File: config.mk
export PLATFORM = sky130hd
export DESIGN_NAME = irq_ack_seq
export DESIGN_NICKNAME = d
export VERILOG_FILES = /design/src/rtl/irq_seq_pkg.sv /design/src/rtl/irq_sync.sv /design/src/rtl/rst_len_filter.sv /design/src/rtl/nmi_edge_qual.sv /design/src/rtl/ack_seq.sv /design/src/rtl/irq_ack_seq.sv
export SDC_FILE = /design/constraint.sdc
export NUM_CORES = 1
export LEC_CHECK = 0
export ABC_AREA = 1
export ABC_CLOCK_PERIOD_IN_PS = 1350
export BUFFER_PORTS_ARGS = -buffer_cell sky130_fd_sc_hd__buf_4
export CAP_MARGIN = 10
export CORE_MARGIN = 8
export CORE_UTILIZATION = 52
export CTS_CLUSTER_DIAMETER = 200
export DETAILED_ROUTE_END_ITERATION = 8
export GPL_TIMING_DRIVEN = 0
export PLACE_DENSITY = 0.89
export SETUP_SLACK_MARGIN = 0.3
export SYNTH_ARGS = -nofsm -noshare
export SYNTH_HDL_FRONTEND = slang
export SYNTH_SLANG_ARGS = --single-unit
File: constraint.sdc
create_clock -name clk -period 1.35 [get_ports clk]
set_input_delay 0.135 -clock clk [delete_from_list [all_inputs] [get_ports clk]]
set_output_delay 0.135 -clock clk [all_outputs]
set_load 0.05 [all_outputs]
File: src/rtl/irq_seq_pkg.sv
package irq_seq_pkg;

    typedef enum logic [1:0] {
        SQ_IDLE = 2'd0,
        SQ_ACK1 = 2'd1,
        SQ_GAP  = 2'd2,
        SQ_ACK2 = 2'd3
    } sq_state_e;

endpackage

File: src/rtl/irq_sync.sv
module irq_sync #(
    parameter int WIDTH  = 3,
    parameter int STAGES = 2
) (
    input  logic             clk,
    input  logic             rst_n,
    input  logic [WIDTH-1:0] d_a,
    output logic [WIDTH-1:0] q
);
    logic [WIDTH-1:0] st_d [STAGES];
    logic [WIDTH-1:0] st_q [STAGES];

    always_comb begin
        st_d[0] = d_a;
        for (int i = 1; i < STAGES; i++) begin
            st_d[i] = st_q[i-1];
        end
    end

    generate
        for (genvar g = 0; g < STAGES; g++) begin : g_stage
            always_ff @(posedge clk or negedge rst_n) begin
                if (!rst_n) st_q[g] <= '0;
                else        st_q[g] <= st_d[g];
            end
        end
    endgenerate

    assign q = st_q[STAGES-1];
endmodule

File: src/rtl/rst_len_filter.sv
module rst_len_filter #(
    parameter int MIN_LEN = 15
) (
    input  logic clk,
    input  logic rst_n,
    input  logic req_s,
    output logic warm_o
);
    localparam int CW = $clog2(MIN_LEN + 1);

    typedef struct packed {
        logic [CW-1:0] cnt;
        logic          warm;
    } flt_t;

    flt_t f_d, f_q;

    always_comb begin
        f_d = f_q;
        if (req_s) begin
            if (f_q.cnt < CW'(MIN_LEN)) f_d.cnt = f_q.cnt + CW'(1);
            f_d.warm = (f_q.cnt >= CW'(MIN_LEN - 1));
        end else begin
            f_d.cnt  = '0;
            f_d.warm = 1'b0;
        end
    end

    always_ff @(posedge clk or negedge rst_n) begin
        if (!rst_n) f_q <= '0;
        else        f_q <= f_d;
    end

    assign warm_o = f_q.warm;

    AST_WARM_AFTER_FULL_COUNT: assert property (@(posedge clk) disable iff (!rst_n)
        f_q.warm |-> (f_q.cnt == CW'(MIN_LEN))) else $error("warm reset before full count");
    AST_WARM_DROPS_ON_LOW: assert property (@(posedge clk) disable iff (!rst_n)
        !req_s |=> !f_q.warm) else $error("warm reset held after request low");
endmodule

File: src/rtl/nmi_edge_qual.sv
module nmi_edge_qual #(
    parameter int MIN_LOW = 4
) (
    input  logic clk,
    input  logic rst_n,
    input  logic nmi_s,
    output logic edge_o
);
    localparam int LW = $clog2(MIN_LOW + 1);

    typedef struct packed {
        logic [LW-1:0] low;
        logic          prev;
    } nq_t;

    nq_t n_d, n_q;

    always_comb begin
        n_d      = n_q;
        n_d.prev = nmi_s;
        if (nmi_s)                      n_d.low = '0;
        else if (n_q.low < LW'(MIN_LOW)) n_d.low = n_q.low + LW'(1);
    end

    always_ff @(posedge clk or negedge rst_n) begin
        if (!rst_n) n_q <= '0;
        else        n_q <= n_d;
    end

    assign edge_o = nmi_s && !n_q.prev && (n_q.low >= LW'(MIN_LOW));

    AST_NMI_EDGE_SINGLE: assert property (@(posedge clk) disable iff (!rst_n)
        edge_o |=> !edge_o) else $error("edge held two clocks");
endmodule

File: src/rtl/ack_seq.sv
module ack_seq
    import irq_seq_pkg::*;
#(
    parameter int VEC_W = 8
) (
    input  logic             clk,
    input  logic             rst_n,
    input  logic             warm,
    input  logic             nmi_edge,
    input  logic             mreq_s,
    input  logic             ie,
    input  logic             bus_done,
    input  logic [VEC_W-1:0] bus_rdata,
    output logic             bus_req,
    output logic             bus_lock,
    output logic             nmi_evt,
    output logic             vec_valid,
    output logic [VEC_W-1:0] vec_data
);
    typedef struct packed {
        sq_state_e        st;
        logic             pend;
        logic             ok;
        logic             evt;
        logic             vv;
        logic [VEC_W-1:0] vec;
    } seq_t;

    seq_t s_d, s_q;

    always_comb begin
        s_d      = s_q;
        s_d.evt  = 1'b0;
        s_d.vv   = 1'b0;
        s_d.pend = s_q.pend | nmi_edge;
        unique case (s_q.st)
            SQ_IDLE: begin
                if (s_q.pend) begin
                    s_d.evt  = 1'b1;
                    s_d.pend = nmi_edge;
                end else if (mreq_s && ie) begin
                    s_d.st = SQ_ACK1;
                    s_d.ok = 1'b1;
                end
            end
            SQ_ACK1: begin
                s_d.ok = s_q.ok & mreq_s;
                if (bus_done) s_d.st = SQ_GAP;
            end
            SQ_GAP: begin
                s_d.ok = s_q.ok & mreq_s;
                s_d.st = SQ_ACK2;
            end
            SQ_ACK2: begin
                s_d.ok = s_q.ok & mreq_s;
                if (bus_done) begin
                    s_d.vec = bus_rdata;
                    s_d.vv  = s_q.ok & mreq_s;
                    s_d.st  = SQ_IDLE;
                end
            end
            default: s_d.st = SQ_IDLE;
        endcase
        if (warm) begin
            s_d.st   = SQ_IDLE;
            s_d.pend = 1'b0;
            s_d.ok   = 1'b0;
            s_d.evt  = 1'b0;
            s_d.vv   = 1'b0;
        end
    end

    always_ff @(posedge clk or negedge rst_n) begin
        if (!rst_n) s_q <= '{st: SQ_IDLE, pend: 1'b0, ok: 1'b0, evt: 1'b0, vv: 1'b0, vec: '0};
        else        s_q <= s_d;
    end

    assign bus_req   = (s_q.st == SQ_ACK1) || (s_q.st == SQ_ACK2);
    assign bus_lock  = (s_q.st != SQ_IDLE);
    assign nmi_evt   = s_q.evt;
    assign vec_valid = s_q.vv;
    assign vec_data  = s_q.vec;

    AST_REQ_UNDER_LOCK: assert property (@(posedge clk) disable iff (!rst_n)
        bus_req |-> bus_lock) else $error("request without lock");
    AST_REQ_HOLD: assert property (@(posedge clk) disable iff (!rst_n || warm)
        (bus_req && !bus_done) |=> bus_req) else $error("request dropped early");
    AST_GAP_CLOCK: assert property (@(posedge clk) disable iff (!rst_n || warm)
        (s_q.st == SQ_ACK1 && bus_done) |=> (bus_lock && !bus_req)) else $error("no gap clock");
    AST_VV_PULSE: assert property (@(posedge clk) disable iff (!rst_n)
        vec_valid |=> !vec_valid) else $error("vector strobe too long");
    AST_NMI_NOT_LOCKED: assert property (@(posedge clk) disable iff (!rst_n)
        nmi_evt |-> !bus_lock) else $error("nmi event inside locked pair");
    AST_WARM_CLEARS: assert property (@(posedge clk) disable iff (!rst_n)
        warm |=> (!bus_req && !bus_lock && !nmi_evt && !vec_valid)) else $error("warm reset did not clear");
endmodule

File: src/rtl/irq_ack_seq.sv
module irq_ack_seq #(
    parameter int SYNC_STAGES  = 2,
    parameter int MIN_RST_CLKS = 15,
    parameter int NMI_LOW_CLKS = 4,
    parameter int VEC_W        = 8
) (
    input  logic             clk,
    input  logic             rst_n,
    input  logic             rst_req_a,
    input  logic             mreq_a,
    input  logic             nmi_a,
    input  logic             ie,
    input  logic             bus_done,
    input  logic [VEC_W-1:0] bus_rdata,
    output logic             bus_req,
    output logic             bus_lock,
    output logic             nmi_evt,
    output logic             vec_valid,
    output logic [VEC_W-1:0] vec_data,
    output logic             warm_rst
);
    localparam int N_ASYNC = 3;

    logic [N_ASYNC-1:0] raw_a;
    logic [N_ASYNC-1:0] syn;
    logic               nmi_edge;

    assign raw_a = {nmi_a, mreq_a, rst_req_a};

    irq_sync #(.WIDTH(N_ASYNC), .STAGES(SYNC_STAGES)) u_sync (
        .clk   (clk),
        .rst_n (rst_n),
        .d_a   (raw_a),
        .q     (syn)
    );

    rst_len_filter #(.MIN_LEN(MIN_RST_CLKS)) u_rstf (
        .clk    (clk),
        .rst_n  (rst_n),
        .req_s  (syn[0]),
        .warm_o (warm_rst)
    );

    nmi_edge_qual #(.MIN_LOW(NMI_LOW_CLKS)) u_nmiq (
        .clk    (clk),
        .rst_n  (rst_n),
        .nmi_s  (syn[2]),
        .edge_o (nmi_edge)
    );

    ack_seq #(.VEC_W(VEC_W)) u_seq (
        .clk       (clk),
        .rst_n     (rst_n),
        .warm      (warm_rst),
        .nmi_edge  (nmi_edge),
        .mreq_s    (syn[1]),
        .ie        (ie),
        .bus_done  (bus_done),
        .bus_rdata (bus_rdata),
        .bus_req   (bus_req),
        .bus_lock  (bus_lock),
        .nmi_evt   (nmi_evt),
        .vec_valid (vec_valid),
        .vec_data  (vec_data)
    );

    AST_LOCK_IN_RESET: assert property (@(posedge clk) disable iff (!rst_n)
        $rose(warm_rst) |=> !bus_lock) else $error("lock kept across warm reset");
endmodule

* Word level (Yosys, flattened, before mapping)
Index checks and enable logic that the tools add are counted.
** Word-level totals
- Logic and storage cells :: 59
- Register bits after elaboration :: 29
- Output and inout bits :: 13
** Operators by class
- Mux-type cells :: 19
- Add/subtract/negate cells :: 2
- Reduce and logical (&&, ||, !) cells :: 12
- Equal/unequal tests :: 8
- Bitwise gates (word level) :: 2
- $lt $le $gt $ge :: 4
** Operators with widths (count)
- $mux W9 :: 2
- $ne A3 B3 Y1 const B :: 3
- $mux W2 :: 4
- $pmux W2 S4 :: 1
- $mux W1 :: 6
- $mux W3 :: 2
- $mux W6 :: 1
- $mux W5 :: 1
- $add A4 B1 Y4 const B :: 1
- $eq A2 B2 Y1 const B :: 2
- $ge A4 B4 Y1 const B :: 1
- $lt A4 B4 Y1 const B :: 1
- $mux W4 :: 1
- $reduce_and A2 Y1 :: 2
- $reduce_and A4 Y1 :: 1
- $reduce_bool A2 Y1 :: 2
- $add A3 B1 Y3 const B :: 1
- $ge A3 B3 Y1 const B :: 1
- $logic_and A1 B1 Y1 :: 3
- $lt A3 B3 Y1 const B :: 1
- $ne A3 B2 Y1 const B :: 1
- $reduce_or A3 Y1 :: 1
- $eq A2 B1 Y1 const B :: 1
- $logic_not A2 Y1 :: 1
- other kinds (6) :: 6

* Logic depth before layout (Yosys ltp)
Gate-level depths: netlist of run 1.
- Word-level depth :: 7
- Mapped depth :: 8

* Cells and area by module
Synthesis of run 1 repeated with hierarchy kept, for this count alone.
** Second synthesis, totals
- Cells, all modules :: 126
- Area total of the unflattened synthesis :: 1292.5 sq um
** By module, submodules not included
- ack_seq :: instances 1, cells an instance 68, area an instance 706.9 sq um
- rst_len_filter :: instances 1, cells an instance 34, area an instance 269.0 sq um
- nmi_edge_qual :: instances 1, cells an instance 18, area an instance 166.4 sq um
- irq_sync :: instances 1, cells an instance 6, area an instance 150.1 sq um

* Worst setup path before layout of run 1
OpenSTA, ideal clock, no wires.
- Path type :: register to output
- Start point :: register u_seq.s_q[12] (netlist bit)
- End point :: output port bus_req
- Arrival :: 1.179 ns
- Cell stages (with the launch flop) :: 4
- Path slack :: 0.036 ns
- Path buffers :: 1
- Cell sequence :: dfrtp_1 -> ha_1 -> buf_6 -> or2_2
** On the way
- Word-level cells in the longest chain between the ends :: 2
** Ends and longest elaborated chain
- start: declaration :: line ack_seq.sv:29 : seq_t s_d, s_q;
- start signal: assignment :: line ack_seq.sv:74 : if (!rst_n) s_q <= '{st: SQ_IDLE, pend: 1'b0, ok: 1'b0, evt: 1'b0, vv: 1'b0, vec: '0};
- $eq A2 B1 Y1 / $eq A2 B2 Y1 (equally long branches) :: line ack_seq.sv:78 : assign bus_req = (s_q.st == SQ_ACK1) || (s_q.st == SQ_ACK2);
- $logic_or A1 B1 Y1 * :: line ack_seq.sv:78
- end: declaration :: line irq_ack_seq.sv:15 : output logic bus_req,
Mark *: on every way between the ends. The rest lies on a longest branch, timed or not.

* Final worst setup path of run 1
Ends and elaborated chain as after synthesis.

==> summary.txt, run 1 <==
EDFF count, synth: 0
Cells after Synth: 131
row cnt: 18
Core Area: 0.002432 mm²
initial DRC count: 109
Slew Viols, Final: 0
Worst Path Buf+Inv: 2
clock root buffer: clkbuf_4
Clock H-tree levels: 2
Setup WS post-layout: -0.2492 ns
clock tree buffer depth: 2
GRT overflow: 0
clock-pin transition on the worst setup and hold timing paths: 0.09 ns
die area: 0.004375 mm²
antenna violations before repair: 0
startpoint class of the critical path: flop
DIE WIDTH: 66.15 µm
first-pass GRT wire length: 4.712 mm
Arr. time, crit path: 1.46 ns
failing checks: negative setup slack
Setup Viol. Count Final: 5
# IOs: 28
slowest CP cell: dfrtp_1
share of the synthesized area in the top cell type: 0.5550
Worst Setup End Kind: primary output
via count of the first global-routing pass: 1079
# Max-Cap Violations: 0
sequential-to-total area share from yosys stat: 0.5550
Post-Syn Nets: 153
dpl hpwl: 1.840 mm
flops & latches, synth: 29
crit path max fanout: 4
dpl cell area: 0.001554 mm²
largest area contributor in the netlist: dfrtp_1
main flop type after synthesis: dfrtp_1
post-placement worst setup slack: 0.05404 ns
DR pass1 iterations: 4
# DRC: 0
final WL: 3.238 mm
synthesized area: 0.001308 mm²
count leader, synth: dfrtp_1
Wirelength per Cell: 15.57 µm
Final Non-Filler Cells: 208
Final ANT Viol Nets: 0
worst stage delay on the critical path: 0.43 ns
vias per cell: 5.178
cell area after layout: 0.001897 mm²
asr flop ratio synth: 1.000
minimum clock period: 1.599 ns
RSZ-0062 raised after global routing: yes
Synth cell types: 22
Yosys Warn Count: 0
layout cells sized above 1: 0.4213
Tcrit/Tclk final: 1.185
CTS tree: built
worst slew margin relative to its limit: 0.7644
GR Util All Layers: 0.1440
worst-margin pin slew: 0.3533 ns
clk_skew: 0.01242 ns
starting density of the core: 0.5376
CP cell instances: ha_2 > buf_6 > or2_4 > buf_8
P per Cell Area: 2168 mW/mm²
outcome: finished, violations left
synth top area cells: dfrtp_1 56%, nand2_1 8.0%, ha_1 6.7%, nand3_1 5.7%, buf_4 5.2%
clock latency on the worst-skew pair: 0.32 ns
fin nets: 200
Die Ht: 66.15 µm
final hold slack: 0.04856 ns
Fmax: 625.3 MHz
endpoints failing hold: 0
r2r worst-path depth: 8
Hold Path Depth: 3
Area Overhead vs Synth: 45.07%
Worst Path Class, Setup: reg2out
I/O Buffers: 26
Top Family by Delay on Critical Path: flip-flops
Avg Inst Size Synth: 9.981 µm²
Cells after DPL: 187
Num CTS Buffers: 5
commonest cells in the netlist: 29 x dfrtp_1, 28 x nand2_1, 15 x nand3_1
Worst path depth: 4
worst endpoint required time: 1.22 ns
Hold Path Class: in2reg
vias: 1077
final RePlAce weighted congestion: 0.8427
diodes inserted: 0
leakage: 0.0009905 µW
VDD IR max: 1.609 mV
CTS Sinks: 29
maximum number of pins on one net before global-route repair: 30
==> what timing repair did <==
| action | CTS | global route |
|---|---|---|
| hold buffers | 4 | 0 |
| pin swaps | 3 | 3 |
| gates resized for setup | 36 | 8 |
| endpoints found under the hold margin | 32 | 0 |
| setup buffers | 7 | 3 |
| endpoints found under the setup margin | 25 | 28 |
==> metrics by stage <==
step                TNS, ns  utilization  power [µW]
floorplan                 0            -        2481
global placement          0       0.6389        2836
detailed placement        0       0.6389        2911
CTS                 -0.3266       0.7567        3976
global route        -0.9028       0.7798        4338
finish              -0.6283       0.7798        4112
==> final timing paths <==
kind | end | slack, ns | from
max reg2reg | u_seq.s_q[10] | -0.06 | u_seq.s_q[12]
min | u_seq.vec_data[7] | 0.05 | bus_rdata[7]
max | bus_req | -0.25 | u_seq.s_q[12]
min in group asynchronous | u_seq.vec_data[4] | 0.27 | rst_n
min reg2reg | u_sync.q[1] | 0.35 | u_sync.st_d[1]
max in group asynchronous | u_rstf.warm_o | 0.78 | rst_n
==> worst min-delay path, stage by stage <==
cell and delay (ns):
buf_4 0.08, nand3_1 0.06, nand2_1 0.07
==> placed cells by master, fill, tap and decap left out, drive strengths merged <==
cell type and n:
buf 47, dfrtp 29, dlygate4sd3 4, nor2 10, inv 12, ha 7, o21ai 5, nand2 32
clkbuf 7, a21oi 4, xor2 1, o211a 1, nand3 15, o21a 1, or2 1, nor3 2
==> report_power, final <==
group | total [µW] | leakage [µW] | internal [µW] | switching (µW)
sequential | 1230 | 0.000365 | 1070 | 169
combinational | 2360 | 0.000594 | 1110 | 1260
clock | 513 | 0.0000314 | 245 | 268
total | 4110 | 0.000991 | 2420 | 1690
==> cells by family after synthesis <==
family          share of synthesized area
compound gates                    0.05072
xor+xnor                         0.006700
fa+ha+maj                         0.06698
buf+inv                            0.1033
flops                              0.5550
simple gates                       0.2172
==> registers in the layout, indices dropped and copies added (netlist names) <==
register	cells
u_sync.st_d	3
u_sync.q	3
u_seq.vec_valid	1
u_seq.vec_data	8
u_rstf.warm_o	1
u_nmiq.n_q	4
u_rstf.f_q	4
u_seq.nmi_evt	1
u_seq.s_q	4
==> layout make-up <==
| class | instances | area [µm²] |
|---|---|---|
| inverter | 12 | 52.55 |
| sequential | 29 | 726.9 |
| buffer | 11 | 120.1 |
| tap | 30 | 37.54 |
| timing repair buffer | 40 | 396.6 |
| multi-input combinational | 79 | 508.0 |
| fill | 132 | 535.5 |
| clock buffer | 7 | 55.05 |
==> per-layer routing <==
metal  global-route usage  part of all wire  up-vias
li1                     -                 -      501
met1               0.1295              0.37      537
met2               0.2666              0.56       32
met3              0.06271             0.055        7
met4              0.06933             0.018        0
met5                    0                 0        -
No activity file was read; power rests on OpenSTA's default activity.
==> run 2: changes to the inputs <==
ABC_AREA = not set   (was 1)
==> summary.txt, run 2 <==
outcome: finished, violations left
failing checks: negative setup slack
power share of the combinational group: 0.607
starting density of the core: 0.5513
final hold slack: 0.03133 ns
Num CTS Buffers: 5
CTS tree: built
vias: 975
sequential-to-total area share from yosys stat: 0.5894
asr flop ratio synth: 1.000
startpoint class of the critical path: flop
EDFF count, synth: 0
reg-to-reg startpoint: u_seq.s_q[13]
final WL: 4.152 mm
Fill cells: 71
final RePlAce weighted congestion: 0.8165
Core Area: 0.002233 mm²
most common cell after layout, fill and taps aside: buf_4
CP cell instances: inv_2 > ha_2 > or2_4 > buf_8
row cnt: 17
synthesized area: 0.001231 mm²
Worst path depth: 4
flops & latches, synth: 29
hold wc startpoint: bus_rdata[3]
r2r worst-path depth: 7
Slew Viols, Final: 0
I/O Buffers: 27
Hold Path Depth: 2
Cells after DPL: 152
initial DRC count: 27
DIE WIDTH: 64.66 µm
clock power share: 0.126
Setup Viol. Count Final: 5
worst stage delay on the critical path: 0.42 ns
diodes inserted: 0
DR pass1 iterations: 4
fin nets: 176
Tcrit/Tclk final: 1.137
Setup WS post-layout: -0.1850 ns
Wirelength per Cell: 22.69 µm
# DRC: 0
slowest CP cell: dfrtp_1
Hold Path Class: in2reg
die area: 0.004181 mm²
antenna violations before repair: 0
vias per cell: 5.328
dpl hpwl: 1.681 mm
Critical R2R Capture: u_seq.s_q[13]
RSZ-0062 raised after global routing: yes
layout cells sized above 1: 0.6387
leakage: 0.0009845 µW
Pint: 2923 µW
via count of the first global-routing pass: 1040
Yosys Warn Count: 0
area taken by multi-input logic gates: 591.8 µm²
Cells after Synth: 97
worst slew margin relative to its limit: 0.7542
Final ANT Viol Nets: 0
Fmax: 651.5 MHz
Worst Setup End Kind: primary output
minimum clock period: 1.535 ns
Post-Syn Nets: 119
max reg flops: 8
# IOs: 28
crit path max fanout: 3
CTS Sinks: 29
VDD IR max: 1.861 mV
first-pass GRT wire length: 5.023 mm
clock latency on the worst-skew pair: 0.33 ns
clk_skew: 0.01370 ns
largest area contributor in the netlist: dfrtp_1
Synth cell types: 29
switching pwr: 1911 µW
main flop type after synthesis: dfrtp_1
maximum number of pins on one net before global-route repair: 30
Worst Path Class, Setup: reg2out
GRT overflow: 0
Clock H-tree levels: 2
Worst Path Buf+Inv: 2
Final Non-Filler Cells: 183
clock-pin transition on the worst setup and hold timing paths: 0.10 ns
commonest non-fill, non-tap cells in the layout: 27 x buf_4, 26 x dfrtp_1, 16 x buf_6
endpoints failing hold: 0
Flop pwr share: 0.267
worst endpoint required time: 1.22 ns
Avg Inst Size Synth: 12.69 µm²
share of the synthesized area in the top cell type: 0.5894
P per Cell Area: 2355 mW/mm²
clock root buffer: clkbuf_4
Die Ht: 64.66 µm
Arr. time, crit path: 1.40 ns
commonest cells in the netlist: 29 x dfrtp_1, 8 x buf_4, 8 x inv_1, 8 x mux2_2
register area: 729.5 µm²
clock tree buffer depth: 2
worst-margin pin slew: 0.3679 ns
r2r setup slk: -0.15 ns
GR Util All Layers: 0.1596
Top Family by Delay on Critical Path: flip-flops
synth top area cells: dfrtp_1 59%, mux2_2 7.3%, ha_1 7.1%, buf_4 4.9%, inv_1 2.4%
switching share of power: 0.3953
count leader, synth: dfrtp_1
# Max-Cap Violations: 0
hold path endpoint: u_seq.vec_data[3]
Area Overhead vs Synth: 66.77%
[run 2: cell count changes after synthesis, sizes merged, moves of 4 or more]
cell and delta:
mux2 +8, nand3 -13, nand2 -30, inv -4
[run 2: worst reg2reg max path: stages (launching register included)]
cell	delay, ns
dfrtp_1	0.43
inv_2	0.10
buf_6	0.10
ha_4	0.14
buf_6	0.12
nand2b_4	0.06
or3_1	0.35
o311ai_1	0.09
[run 2: kinds of logic (layout without fill, tap and decap cells)]
logic type / after synthesis / after routing / synth area share
AND/OR/NAND/NOR: 18 / 18 / 0.07928
flip-flops: 29 / 29 / 0.5894
adder cells (fa/ha/maj): 7 / 7 / 0.07113
multiplexers: 9 / 9 / 0.08130
XOR/XNOR: 2 / 2 / 0.01423
buffers and inverters: 16 / 74 / 0.07317
AO/OA/AOI/OAI: 16 / 16 / 0.09147
[run 2: per-stage QoR]
step	setup slack (ns)	util	TNS, ns	area (µm²)	power, µW
2_1_floorplan	-0.06130	-	-0.06130	1261	2558
3_3_place_gp	0.07005	0.6711	0	1499	2927
3_5_place_dp	0.007573	0.6711	0	1499	3000
4_1_cts	-0.1533	0.8314	-0.3487	1857	4326
5_1_grt	-0.2419	0.9193	-0.9422	2053	5002
6_report	-0.1850	0.9193	-0.6562	2053	4834
[run 2: per-layer routing]
metal  global-route usage  vias to the layer above  wire (µm)
met1               0.1552                      473       1551
met2               0.2783                       40       2242
li1                     -                      443          -
met5                    0                        -          0
met3              0.05670                       19        151
met4               0.1090                        0        207
[run 2: worst max path at each step]
stage	start	endpoint	slack [ns]
after floorplan	u_seq.s_q[12]	u_seq.s_q[13]	-0.06
after global placement	u_seq.s_q[12]	u_seq.s_q[12]	0.07
after detailed placement	u_seq.s_q[12]	u_seq.s_q[12]	0.008
after CTS	u_seq.s_q[12]	bus_req	-0.15
after global routing	u_seq.s_q[13]	bus_req	-0.24
final	u_seq.s_q[13]	bus_req	-0.19
[run 2: layout make-up]
class,instances,share of cell area
Tap cell,28,0.01706
Clock inverter,1,0.002438
Multi-Input combinational cell,52,0.2882
Inverter,8,0.01645
Buffer,8,0.04388
Sequential cell,29,0.3553
Timing Repair Buffer,50,0.2450
Clock buffer,7,0.03169
[run 2: what timing repair did]
| action | 4_1_cts | 5_1_grt |
|---|---|---|
| gates resized for setup | 46 | 30 |
| pin swaps | 5 | 11 |
| endpoints found under the setup margin | 27 | 29 |
| hold endpoints to repair | 32 | 0 |
| hold buffers | 4 | 0 |
| setup buffers | 11 | 8 |
[run 2: power by group through the flow]
stage	registers, µW	clock network, µW	logic [µW]
3_5_place_dp	1230	0	1770
6_report	1290	608	2930
4_1_cts	1230	615	2480
2_1_floorplan	1210	0	1350
3_3_place_gp	1210	0	1720
5_1_grt	1310	662	3030
==> run 3: changes to the inputs <==
CELL_PAD_IN_SITES_DETAIL_PLACEMENT = 0   (was not set)
CELL_PAD_IN_SITES_GLOBAL_PLACEMENT = 1   (was not set)
CORE_UTILIZATION = 41   (was 52)
==> summary.txt, run 3 (synthesis gave the netlist of run 2 again) <==
startpoint class of the critical path: flop
Worst Path Class, Setup: reg2out
Final ANT Viol Nets: 0
layout cells sized above 1: 0.5948
final RePlAce weighted congestion: 0.6883
antenna violations before repair: 0
commonest non-fill, non-tap cells in the layout: 29 x buf_4, 25 x dfrtp_1, 13 x buf_6
CTS Sinks: 29
fin nets: 175
max reg flops: 8
final WL: 2.931 mm
endpoints failing hold: 0
Die Ht: 70.80 µm
worst slew margin relative to its limit: 0.7550
clock-pin transition on the worst setup and hold timing paths: 0.09 ns
Top Family by Delay on Critical Path: flip-flops
vias per cell: 4.849
P per Cell Area: 2211 mW/mm²
failing checks: negative setup slack
slowest CP cell: dfrtp_2
maximum number of pins on one net before global-route repair: 30
crit path max fanout: 3
met2 WL: 1.591 mm
# Max-Cap Violations: 0
RSZ-0062 raised after global routing: yes
die area: 0.005013 mm²
# DRC: 0
row cnt: 20
Fmax: 657.1 MHz
VDD IR max: 0.6845 mV
switching pwr: 1705 µW
Wirelength per Cell: 15.76 µm
Pint: 2748 µW
initial DRC count: 25
Arr. time, crit path: 1.39 ns
cell area after layout: 0.002014 mm²
post-placement worst setup slack: 0.02327 ns
diodes inserted: 0
Flop pwr share: 0.286
CP cell instances: ha_4 > or2_4 > buf_8
met3 wire length: 176 µm
GR Util All Layers: 0.1082
Clock H-tree levels: 2
outcome: finished, violations left
vias: 902
Slew Viols, Final: 0
DR pass1 iterations: 4
Setup Viol. Count Final: 4
minimum clock period: 1.522 ns
wl on met1: 1.125 mm
Tcrit/Tclk final: 1.127
via count of the first global-routing pass: 948
worst stage delay on the critical path: 0.46 ns
switching share of power: 0.3828
CTS tree: built
Area Overhead vs Synth: 63.62%
clock power share: 0.117
Num CTS Buffers: 5
clock latency on the worst-skew pair: 0.31 ns
clock tree buffer depth: 2
worst endpoint required time: 1.22 ns
dpl cell area: 0.001505 mm²
GRT overflow: 0
leakage: 0.0009538 µW
Hold Path Class: in2reg
power share of the combinational group: 0.597
worst-margin pin slew: 0.3676 ns
I/O Buffers: 27
# IOs: 28
starting density of the core: 0.4169
first-pass GRT wire length: 4.291 mm
Core Area: 0.002953 mm²
Top Layer Used: met4
dpl hpwl: 1.560 mm
most common cell after layout, fill and taps aside: buf_4
DIE WIDTH: 70.80 µm
Worst Setup End Kind: primary output
Fill cells: 190
Setup WS post-layout: -0.1718 ns
clk_skew: 0.007735 ns
Worst Path Buf+Inv: 1
clock root buffer: clkbuf_4
Pwr Total: 4453 µW
==> run 3: changes by cell type in the layout (fill, tap and decap cells not counted), sizes merged <==
cell / change
nand2: +1
clkinv: -1
buf: -2
==> run 3: per-stage QoR <==
| step | util | hold WS (ns) | setup TNS [ns] | std cells |
|---|---|---|---|---|
| finish | 0.6822 | 0.05026 | -0.4780 | 186 |
| global route | 0.6822 | 0.03418 | -0.6804 | 186 |
| CTS | 0.6220 | 0.03348 | -0.2133 | 177 |
| detailed placement | 0.5097 | 0.07740 | 0 | 157 |
| global placement | 0.5097 | 0.07018 | 0 | 157 |
| floorplan | - | -0.1606 | -0.06130 | 97 |
==> run 3: power by group through the flow <==
stage | clock [µW] | sequential, µW | combinational, µW
after global placement | 0 | 1210 | 1730
after detailed placement | 0 | 1220 | 1770
after global routing | 569 | 1300 | 2820
after floorplan | 0 | 1210 | 1350
final | 520 | 1270 | 2660
after CTS | 542 | 1240 | 2360
==> run 3: layout make-up <==
cell class | count | area (µm²) | area share
Timing Repair Buffer | 48 | 464.2 | 0.2304
Tap cell | 33 | 41.29 | 0.02050
Multi-Input combinational cell | 53 | 599.3 | 0.2975
Inverter | 8 | 33.78 | 0.01677
Clock buffer | 7 | 55.05 | 0.02733
Sequential cell | 29 | 730.7 | 0.3627
Buffer | 8 | 90.09 | 0.04472
==> run 3: repair_timing <==
action / in CTS / in global routing
buffers inserted: 9 / 8
gates resized for setup: 44 / 18
pin swaps: 2 / 10
gates cloned: 0 / 1
hold endpoints to repair: 32 / 0
endpoints found under the setup margin: 24 / 29
hold buffers: 4 / 0
==> run 3: per-layer routing <==
layer  global-route usage  vias up
met3              0.04520        4
li1                     -      441
met5                    0        -
met4              0.05543        0
met1               0.1111      434
met2               0.1843       23
==> run 3: worst paths after layout <==
kind / from / end / slack (ns) / cells past startpoint
max: u_seq.s_q[12] / bus_req / -0.17 / 3
min: bus_rdata[7] / u_seq.vec_data[7] / 0.05 / 2
max reg2reg: u_seq.s_q[12] / u_seq.s_q[12] / -0.11 / 5
min reg2reg: u_sync.st_d[0] / u_sync.q[0] / 0.35 / 0
max in group asynchronous: rst_n / u_rstf.f_q[2] / 0.79 / 2
min in group asynchronous: rst_n / u_seq.s_q[11] / 0.27 / 2
